### config.mk
export PLATFORM = sky130hd
export DESIGN_NAME = spif_ctrl
export DESIGN_NICKNAME = d
export VERILOG_FILES = /design/src/rtl/spif_pkg.sv /design/src/rtl/spif_regs.sv /design/src/rtl/spif_capture.sv /design/src/rtl/spif_fread.sv /design/src/rtl/spif_ctrl.sv
export SDC_FILE = /design/constraint.sdc
export NUM_CORES = 1
export LEC_CHECK = 0
export BUFFER_PORTS_ARGS = -buffer_cell sky130_fd_sc_hd__buf_2
export CAP_MARGIN = 10
export CORE_AREA = 3 3 121 123
export DETAILED_ROUTE_END_ITERATION = 8
export DIE_AREA = 0 0 124 126
export PLACE_DENSITY = 0.94
export SLEW_MARGIN = 0
export SYNTH_ARGS = -nofsm -noshare
export SYNTH_HDL_FRONTEND = slang
export SYNTH_SLANG_ARGS = --single-unit
export TNS_END_PERCENT = 100
### constraint.sdc
create_clock -name clk -period 4.7 [get_ports clk]
set_clock_uncertainty 0.2 [all_clocks]
set_input_delay 0.94 -clock clk [delete_from_list [all_inputs] [get_ports clk]]
set_output_delay 0.94 -clock clk [all_outputs]
set_load 0.02 [all_outputs]
### src/rtl/spif_pkg.sv
`timescale 1ns/1ps
package spif_pkg;
   // register word index (byte offset >> 2)
   localparam logic [1:0] IDX_MODE = 2'd0;
   localparam logic [1:0] IDX_CTRL = 2'd1;
   localparam logic [1:0] IDX_PIN  = 2'd2;
   localparam logic [1:0] IDX_CAP  = 2'd3;

   // pin register field positions
   localparam int PIN_DO_BIT  = 0;
   localparam int PIN_CLK_BIT = 8;
   localparam int PIN_CS_LSB  = 16;

   localparam logic [7:0] FAST_READ_OP = 8'h0B;
   localparam int CAP_W = 32;

   typedef enum logic {ENG_IDLE, ENG_SHIFT} eng_state_t;
endpackage

### src/rtl/spif_regs.sv
`timescale 1ns/1ps
module spif_regs
   import spif_pkg::*;
#(
   parameter int          NUM_CS   = 3,
   parameter int          DIV_W    = 8,
   parameter logic [31:0] CTRL_RST = 32'h0000_0043
) (
   input  logic              clk,
   input  logic              rst_n,
   input  logic              reg_we,
   input  logic [3:0]        reg_addr,
   input  logic [31:0]       reg_wdata,
   input  logic [CAP_W-1:0]  cap_q,
   output logic [31:0]       reg_rdata,
   output logic              direct_mode,
   output logic [DIV_W-1:0]  div_sel,
   output logic              pin_do,
   output logic              pin_clk,
   output logic [NUM_CS-1:0] pin_cs,
   output logic              clk_rise_wr
);
   logic [1:0]  idx;
   logic        unused_addr_lo;
   logic        mode_q;
   logic [31:0] ctrl_q;
   logic        do_q, clk_q;
   logic [NUM_CS-1:0] cs_q;

   assign idx            = reg_addr[3:2];
   assign unused_addr_lo = ^reg_addr[1:0];

   always_ff @(posedge clk) begin
      if (!rst_n) begin
         mode_q <= 1'b0;
         ctrl_q <= CTRL_RST;
         do_q   <= 1'b0;
         clk_q  <= 1'b0;
         cs_q   <= '1;
      end else if (reg_we) begin
         case (idx)
            IDX_MODE: mode_q <= reg_wdata[0];
            IDX_CTRL: ctrl_q <= reg_wdata;
            IDX_PIN: begin
               do_q  <= reg_wdata[PIN_DO_BIT];
               clk_q <= reg_wdata[PIN_CLK_BIT];
               cs_q  <= reg_wdata[PIN_CS_LSB +: NUM_CS];
            end
            default: ;
         endcase
      end
   end

   assign clk_rise_wr = reg_we && (idx == IDX_PIN) && mode_q &&
                        reg_wdata[PIN_CLK_BIT] && !clk_q;

   always_comb begin
      reg_rdata = '0;
      case (idx)
         IDX_MODE: reg_rdata[0] = mode_q;
         IDX_CTRL: reg_rdata = ctrl_q;
         IDX_PIN: begin
            reg_rdata[PIN_DO_BIT]              = do_q;
            reg_rdata[PIN_CLK_BIT]             = clk_q;
            reg_rdata[PIN_CS_LSB +: NUM_CS]    = cs_q;
         end
         default:  reg_rdata = cap_q;
      endcase
   end

   assign direct_mode = mode_q;
   assign div_sel     = ctrl_q[DIV_W-1:0];
   assign pin_do      = do_q;
   assign pin_clk     = clk_q;
   assign pin_cs      = cs_q;
endmodule

### src/rtl/spif_capture.sv
`timescale 1ns/1ps
module spif_capture
   import spif_pkg::*;
(
   input  logic             clk,
   input  logic             rst_n,
   input  logic             shift_en,
   input  logic             miso,
   output logic [CAP_W-1:0] cap_q
);
   always_ff @(posedge clk) begin
      if (!rst_n)        cap_q <= '0;
      else if (shift_en) cap_q <= {cap_q[CAP_W-2:0], miso};
   end


   cap_hold_chk: assert property (@(posedge clk) disable iff (!rst_n)
      !shift_en |=> $stable(cap_q));
endmodule

### src/rtl/spif_fread.sv
`timescale 1ns/1ps
module spif_fread
   import spif_pkg::*;
#(
   parameter int DIV_W  = 8,
   parameter int ADDR_W = 24,
   parameter int DATA_W = 32
) (
   input  logic              clk,
   input  logic              rst_n,
   input  logic              req,
   input  logic              direct_mode,
   input  logic [ADDR_W-1:0] addr,
   input  logic [DIV_W-1:0]  div_sel,
   input  logic              miso,
   output logic              ready,
   output logic [DATA_W-1:0] rdata,
   output logic              sclk,
   output logic              mosi,
   output logic              cs_n
);
   localparam int OUT_BITS   = 8 + ADDR_W + 8;
   localparam int TOTAL_BITS = OUT_BITS + DATA_W;
   localparam int CNT_W      = $clog2(TOTAL_BITS);
   localparam int NBYTES     = DATA_W / 8;

   eng_state_t           state;
   logic [OUT_BITS-1:0]  tx_q;
   logic [DATA_W-1:0]    rx_q, rx_le;
   logic [CNT_W-1:0]     bit_cnt;
   logic [DIV_W-1:0]     div_cnt, half_q;

   // first received byte is the most significant in rx_q
   always_comb begin
      for (int j = 0; j < NBYTES; j++)
         rx_le[8*j +: 8] = rx_q[8*(NBYTES-1-j) +: 8];
   end

   assign mosi = tx_q[OUT_BITS-1];

   always_ff @(posedge clk) begin
      if (!rst_n) begin
         state   <= ENG_IDLE;
         ready   <= 1'b0;
         rdata   <= '0;
         sclk    <= 1'b0;
         cs_n    <= 1'b1;
         tx_q    <= '0;
         rx_q    <= '0;
         bit_cnt <= '0;
         div_cnt <= '0;
         half_q  <= DIV_W'(1);
      end else begin
         ready <= 1'b0;
         case (state)
            ENG_IDLE: begin
               if (req && !ready) begin
                  if (direct_mode) begin
                     ready <= 1'b1;
                     rdata <= '0;
                  end else begin
                     state   <= ENG_SHIFT;
                     cs_n    <= 1'b0;
                     tx_q    <= {FAST_READ_OP, addr, 8'h00};
                     bit_cnt <= '0;
                     div_cnt <= '0;
                     half_q  <= (div_sel == '0) ? DIV_W'(1) : div_sel;
                  end
               end
            end
            default: begin
               if (div_cnt == half_q - DIV_W'(1)) begin
                  div_cnt <= '0;
                  if (!sclk) begin
                     sclk <= 1'b1;
                     rx_q <= {rx_q[DATA_W-2:0], miso};
                  end else begin
                     sclk <= 1'b0;
                     tx_q <= tx_q << 1;
                     if (bit_cnt == CNT_W'(TOTAL_BITS-1)) begin
                        state <= ENG_IDLE;
                        cs_n  <= 1'b1;
                        ready <= 1'b1;
                        rdata <= rx_le;
                     end else begin
                        bit_cnt <= bit_cnt + CNT_W'(1);
                     end
                  end
               end else begin
                  div_cnt <= div_cnt + DIV_W'(1);
               end
            end
         endcase
      end
   end


   ready_pulse_chk: assert property (@(posedge clk) disable iff (!rst_n)
      ready |=> !ready);

   cs_release_chk: assert property (@(posedge clk) disable iff (!rst_n)
      $rose(cs_n) |-> ready);

   clk_in_frame_chk: assert property (@(posedge clk) disable iff (!rst_n)
      sclk |-> !cs_n);

   direct_reply_chk: assert property (@(posedge clk) disable iff (!rst_n)
      (state == ENG_IDLE && req && !ready && direct_mode) |=> (ready && rdata == '0));
endmodule

### src/rtl/spif_ctrl.sv
`timescale 1ns/1ps
module spif_ctrl
   import spif_pkg::*;
#(
   parameter int          NUM_CS   = 3,
   parameter int          DIV_W    = 8,
   parameter int          ADDR_W   = 24,
   parameter logic [31:0] CTRL_RST = 32'h0000_0043
) (
   input  logic              clk,
   input  logic              rst_n,
   input  logic              reg_we,
   input  logic [3:0]        reg_addr,
   input  logic [31:0]       reg_wdata,
   output logic [31:0]       reg_rdata,
   input  logic              mem_req,
   input  logic [ADDR_W-1:0] mem_addr,
   output logic [31:0]       mem_rdata,
   output logic              mem_ready,
   output logic              spi_sclk,
   output logic              spi_mosi,
   output logic [NUM_CS-1:0] spi_cs_n,
   input  logic              spi_miso
);
   if (NUM_CS < 1 || NUM_CS > 16) begin : g_bad_cs
      $error("NUM_CS must be 1..16");
   end
   if (DIV_W < 1 || DIV_W > 32) begin : g_bad_div
      $error("DIV_W must be 1..32");
   end
   if (ADDR_W < 8 || ADDR_W > 32 || (ADDR_W % 8) != 0) begin : g_bad_addr
      $error("ADDR_W must be a byte multiple in 8..32");
   end

   logic              direct_mode, pin_do, pin_clk, clk_rise_wr;
   logic [NUM_CS-1:0] pin_cs;
   logic [DIV_W-1:0]  div_sel;
   logic [CAP_W-1:0]  cap_q;
   logic              eng_sclk, eng_mosi, eng_cs_n;

   spif_regs #(.NUM_CS(NUM_CS), .DIV_W(DIV_W), .CTRL_RST(CTRL_RST)) u_regs (
      .clk, .rst_n, .reg_we, .reg_addr, .reg_wdata, .cap_q, .reg_rdata,
      .direct_mode, .div_sel, .pin_do, .pin_clk, .pin_cs, .clk_rise_wr
   );

   spif_capture u_cap (
      .clk, .rst_n, .shift_en(clk_rise_wr), .miso(spi_miso), .cap_q
   );

   spif_fread #(.DIV_W(DIV_W), .ADDR_W(ADDR_W), .DATA_W(32)) u_eng (
      .clk, .rst_n, .req(mem_req), .direct_mode, .addr(mem_addr),
      .div_sel, .miso(spi_miso), .ready(mem_ready), .rdata(mem_rdata),
      .sclk(eng_sclk), .mosi(eng_mosi), .cs_n(eng_cs_n)
   );

   assign spi_sclk = direct_mode ? pin_clk : eng_sclk;
   assign spi_mosi = direct_mode ? pin_do  : eng_mosi;

   for (genvar n = 0; n < NUM_CS; n++) begin : g_cs
      if (n == 0) begin : g_flash
         assign spi_cs_n[n] = direct_mode ? pin_cs[n] : eng_cs_n;
      end else begin : g_other
         assign spi_cs_n[n] = direct_mode ? pin_cs[n] : 1'b1;
      end
   end

   if (NUM_CS > 1) begin : g_cs_chk

      spare_cs_idle_chk: assert property (@(posedge clk) disable iff (!rst_n)
         !direct_mode |-> (&spi_cs_n[NUM_CS-1:1]));
   end
endmodule

==> summary.md <==
| Metric | Value |
|---|---|
| Net Count, Synth | 955 |
| Critical-path maximum fanout | 18 |
| IO Pins | 135 |
| Clk sinks | 193 |
| Die area | 0.0156 sq mm |
| Pwr/cell area | 372 mW/mm^2 |
| First-pass GRT wire length | 30500 um |
| Hpwl dp | 11800 um |
| Placed cell count | 1144 |
| Total Routing Usage GR | 24.1% |
| Final setup TNS | 0 ns |
| Final Setup Violations | 0 |
| CTS H-tree lvls | 4 |
| Yosys warns | 0 |
| Worst hold path class | reg2reg |
| Layout net count | 1051 |
| CTS clk-pin slew, worst paths | 0.07 ns |
| Synth-to-Final Area Change | 15.3% |
| Cts hold-fix bufs | 0 |
| Share of layout cells above drive strength 1 | 19.3% |
| Ys async rst share | 0% |
| CTS tree | yes |
| Max VDD drop | 286 uV |
| Clock Latency Late Sink | 0.43 ns |
| Synth area leaders | dfxtp_1, mux2i_1, nand2_1 |
| Post-route cell area | 0.00939 sq mm |
| CTS Buf Count | 17 |
| Initial drt markers | 477 |
| Final Critical Period | 3.53 ns |
| Post-CTS Setup Bufs | 0 |
| Share of the synthesized area in the top cell type | 47.5% |
| Unrepaired setup endpoints after global routing | false |
| Final WL | 18500 um |
| Fillers | 1070 |
| Bufs on Longest Clock Path | 2 |
| Vias in the first global route | 6341 |
| Via count | 6691 |
| Pleak | 3.80 nW |
| Status | complete, no violations |
| Register area share after synthesis | 47.5% |
| CP arrival | 2.39 ns |
| Area after DPL | 0.00881 sq mm |
| CP Launch Type | input port |
| Predominant post-synthesis flop cell | dfxtp_1 |
| Slew @ Worst Pin | 1.11 ns |
| Area of the mapped netlist | 0.00814 sq mm |
| Post-synth EDFFs | 0 |
| Row Count | 43 |
| Post-cts sizing count | 0 |
| Die Span Y | 126 um |
| Max-slew violation count | 0 |
| Die width | 124 um |
| Clk root buf | clkbuf_16 |
| DRC | 0 |
| Max-Cap Viols | 0 |
| Final period utilization | 75.2% |
| Max_slew headroom | 25.7% |
| Post-Syn Area per Cell | 9.18 sq um |
| Final Hold Viols | 0 |
| Fin util | 68.2% |
| Drt pass-1 iters | 7 |
| Global route total overflow | 0 |
| Routability congestion estimate | 0.820 |
| # diodes | 0 |
| WP data required | 3.56 ns |
| Finished Layout Cells | 1175 |
| Cell taking the most area after synthesis | dfxtp_1 |
| Total core area | 0.0138 sq mm |
| Post-route antenna net violation count | 0 |
| Critical path type | in2out |
| Vias per cell | 5.69 |
| Largest net degree at the start of global routing | 76 |
| Drt wl/cell | 15.8 um |
| Starting Density | 59.1% |
| Fmax | 283 MHz |
| Initial antenna violation count | 0 |
| Port Buf Inserts | 132 |
| Yosys cell types | 55 |
| Endpoint class of the critical path | primary output |
| Yosys reg bits | 193 |
| Synth Instances | 887 |
[cells in the mapped netlist, drive strengths merged, types with 11 or more instances]
library cell,n
dfxtp,193
nand2,188
mux2i,97
a21oi,79
nor2,57
clkbuf,42
a22o,37
nor2b,30
o221a,23
buf,22
o21ai,16
nand3,12
xnor2,11
[worst paths after layout]
check | start | endpoint | slack (ns) | cells after the start
worst min register to register | u_regs.ctrl_q[29] | u_regs.ctrl_q[29] | 0.25 | 2
worst min-delay path | u_regs.ctrl_q[29] | u_regs.ctrl_q[29] | 0.25 | 2
worst max-delay path | reg_addr[3] | reg_rdata[16] | 1.17 | 5
worst max register to register | u_eng.half_q[0] | u_eng.rdata[18] | 1.45 | 10
[power by group]
part	internal (mW)	switching [mW]	leakage, nW
sequential	1.68	0.0449	1.57
combinational	0.143	0.197	1.95
clock	0.826	0.603	0.280
total	2.65	0.844	3.80
[cell usage in the layout, fill, tap and decap left out, types with 4 or more instances in the layout]
cell type    n
o211ai_1     4
nand2_1    188
clkbuf_16   17
o21ai_1      8
mux2i_1     97
nand4_1     10
mux2_2       7
buf_4        9
or4_1        5
a22o_1      37
dfxtp_1    192
o21ai_0      8
inv_1        4
xor2_1       4
nor2b_1     30
o221a_1     23
xnor2_1     11
and2_1       5
buf_2      132
a21oi_1     77
nand3_1     12
nor2_1      56
[registers in the layout, summed over array words and instances (netlist names), 3 cells and up]
name	cells
u_regs.pin_cs	3
u_eng.half_q	8
u_eng.rx_q	32
u_eng.rdata	32
u_eng.div_cnt	8
u_cap.cap_q	32
u_eng.tx_q	32
u_eng.bit_cnt	7
u_regs.ctrl_q	32
[worst max-delay path, cell delays in order]
cell	delay, ns
buf_2	0.42
buf_4	0.39
nor2b_1	0.18
a22o_1	0.27
buf_2	0.16
[per-stage QoR]
step                power (mW)  setup slack (ns)  hold WS, ns
finish                    3.49              1.17        0.254
global route              3.62              1.10        0.271
CTS                       3.51              1.18        0.255
detailed placement        2.09              1.19        0.246
global placement          2.08              1.19        0.241
floorplan                 2.01              1.41        0.228
[cell families after synthesis]
family / after synthesis / share of synthesized area [%]
adder cells (fa/ha/maj): 3 / 0.461
buffers and inverters: 70 / 3.89
XOR/XNOR: 15 / 1.61
AND/OR/NAND/NOR: 330 / 18.6
AO/OA/AOI/OAI: 170 / 14.7
flip-flops: 193 / 47.5
multiplexers: 106 / 13.3
[final cells by class]
| type | count | area, sq um | area share [%] |
|---|---|---|---|
| clock inverters | 8 | 103 | 1.09 |
| well taps | 180 | 225 | 2.40 |
| multi-input cells | 624 | 3970 | 42.2 |
| flip-flops and latches | 193 | 3860 | 41.2 |
| repair buffers | 141 | 728 | 7.76 |
| inverters | 6 | 23.8 | 0.253 |
| clock buffers | 23 | 478 | 5.09 |
[routing by layer]
layer	share of wire, %	track usage, %	vias up
met3	5.3	4.85	30
met1	44	31.5	3183
met4	2.1	9.02	0
met5	0	0	-
met2	49	39.5	203
li1	-	-	3275
Power figures use the tool's default switching activity.
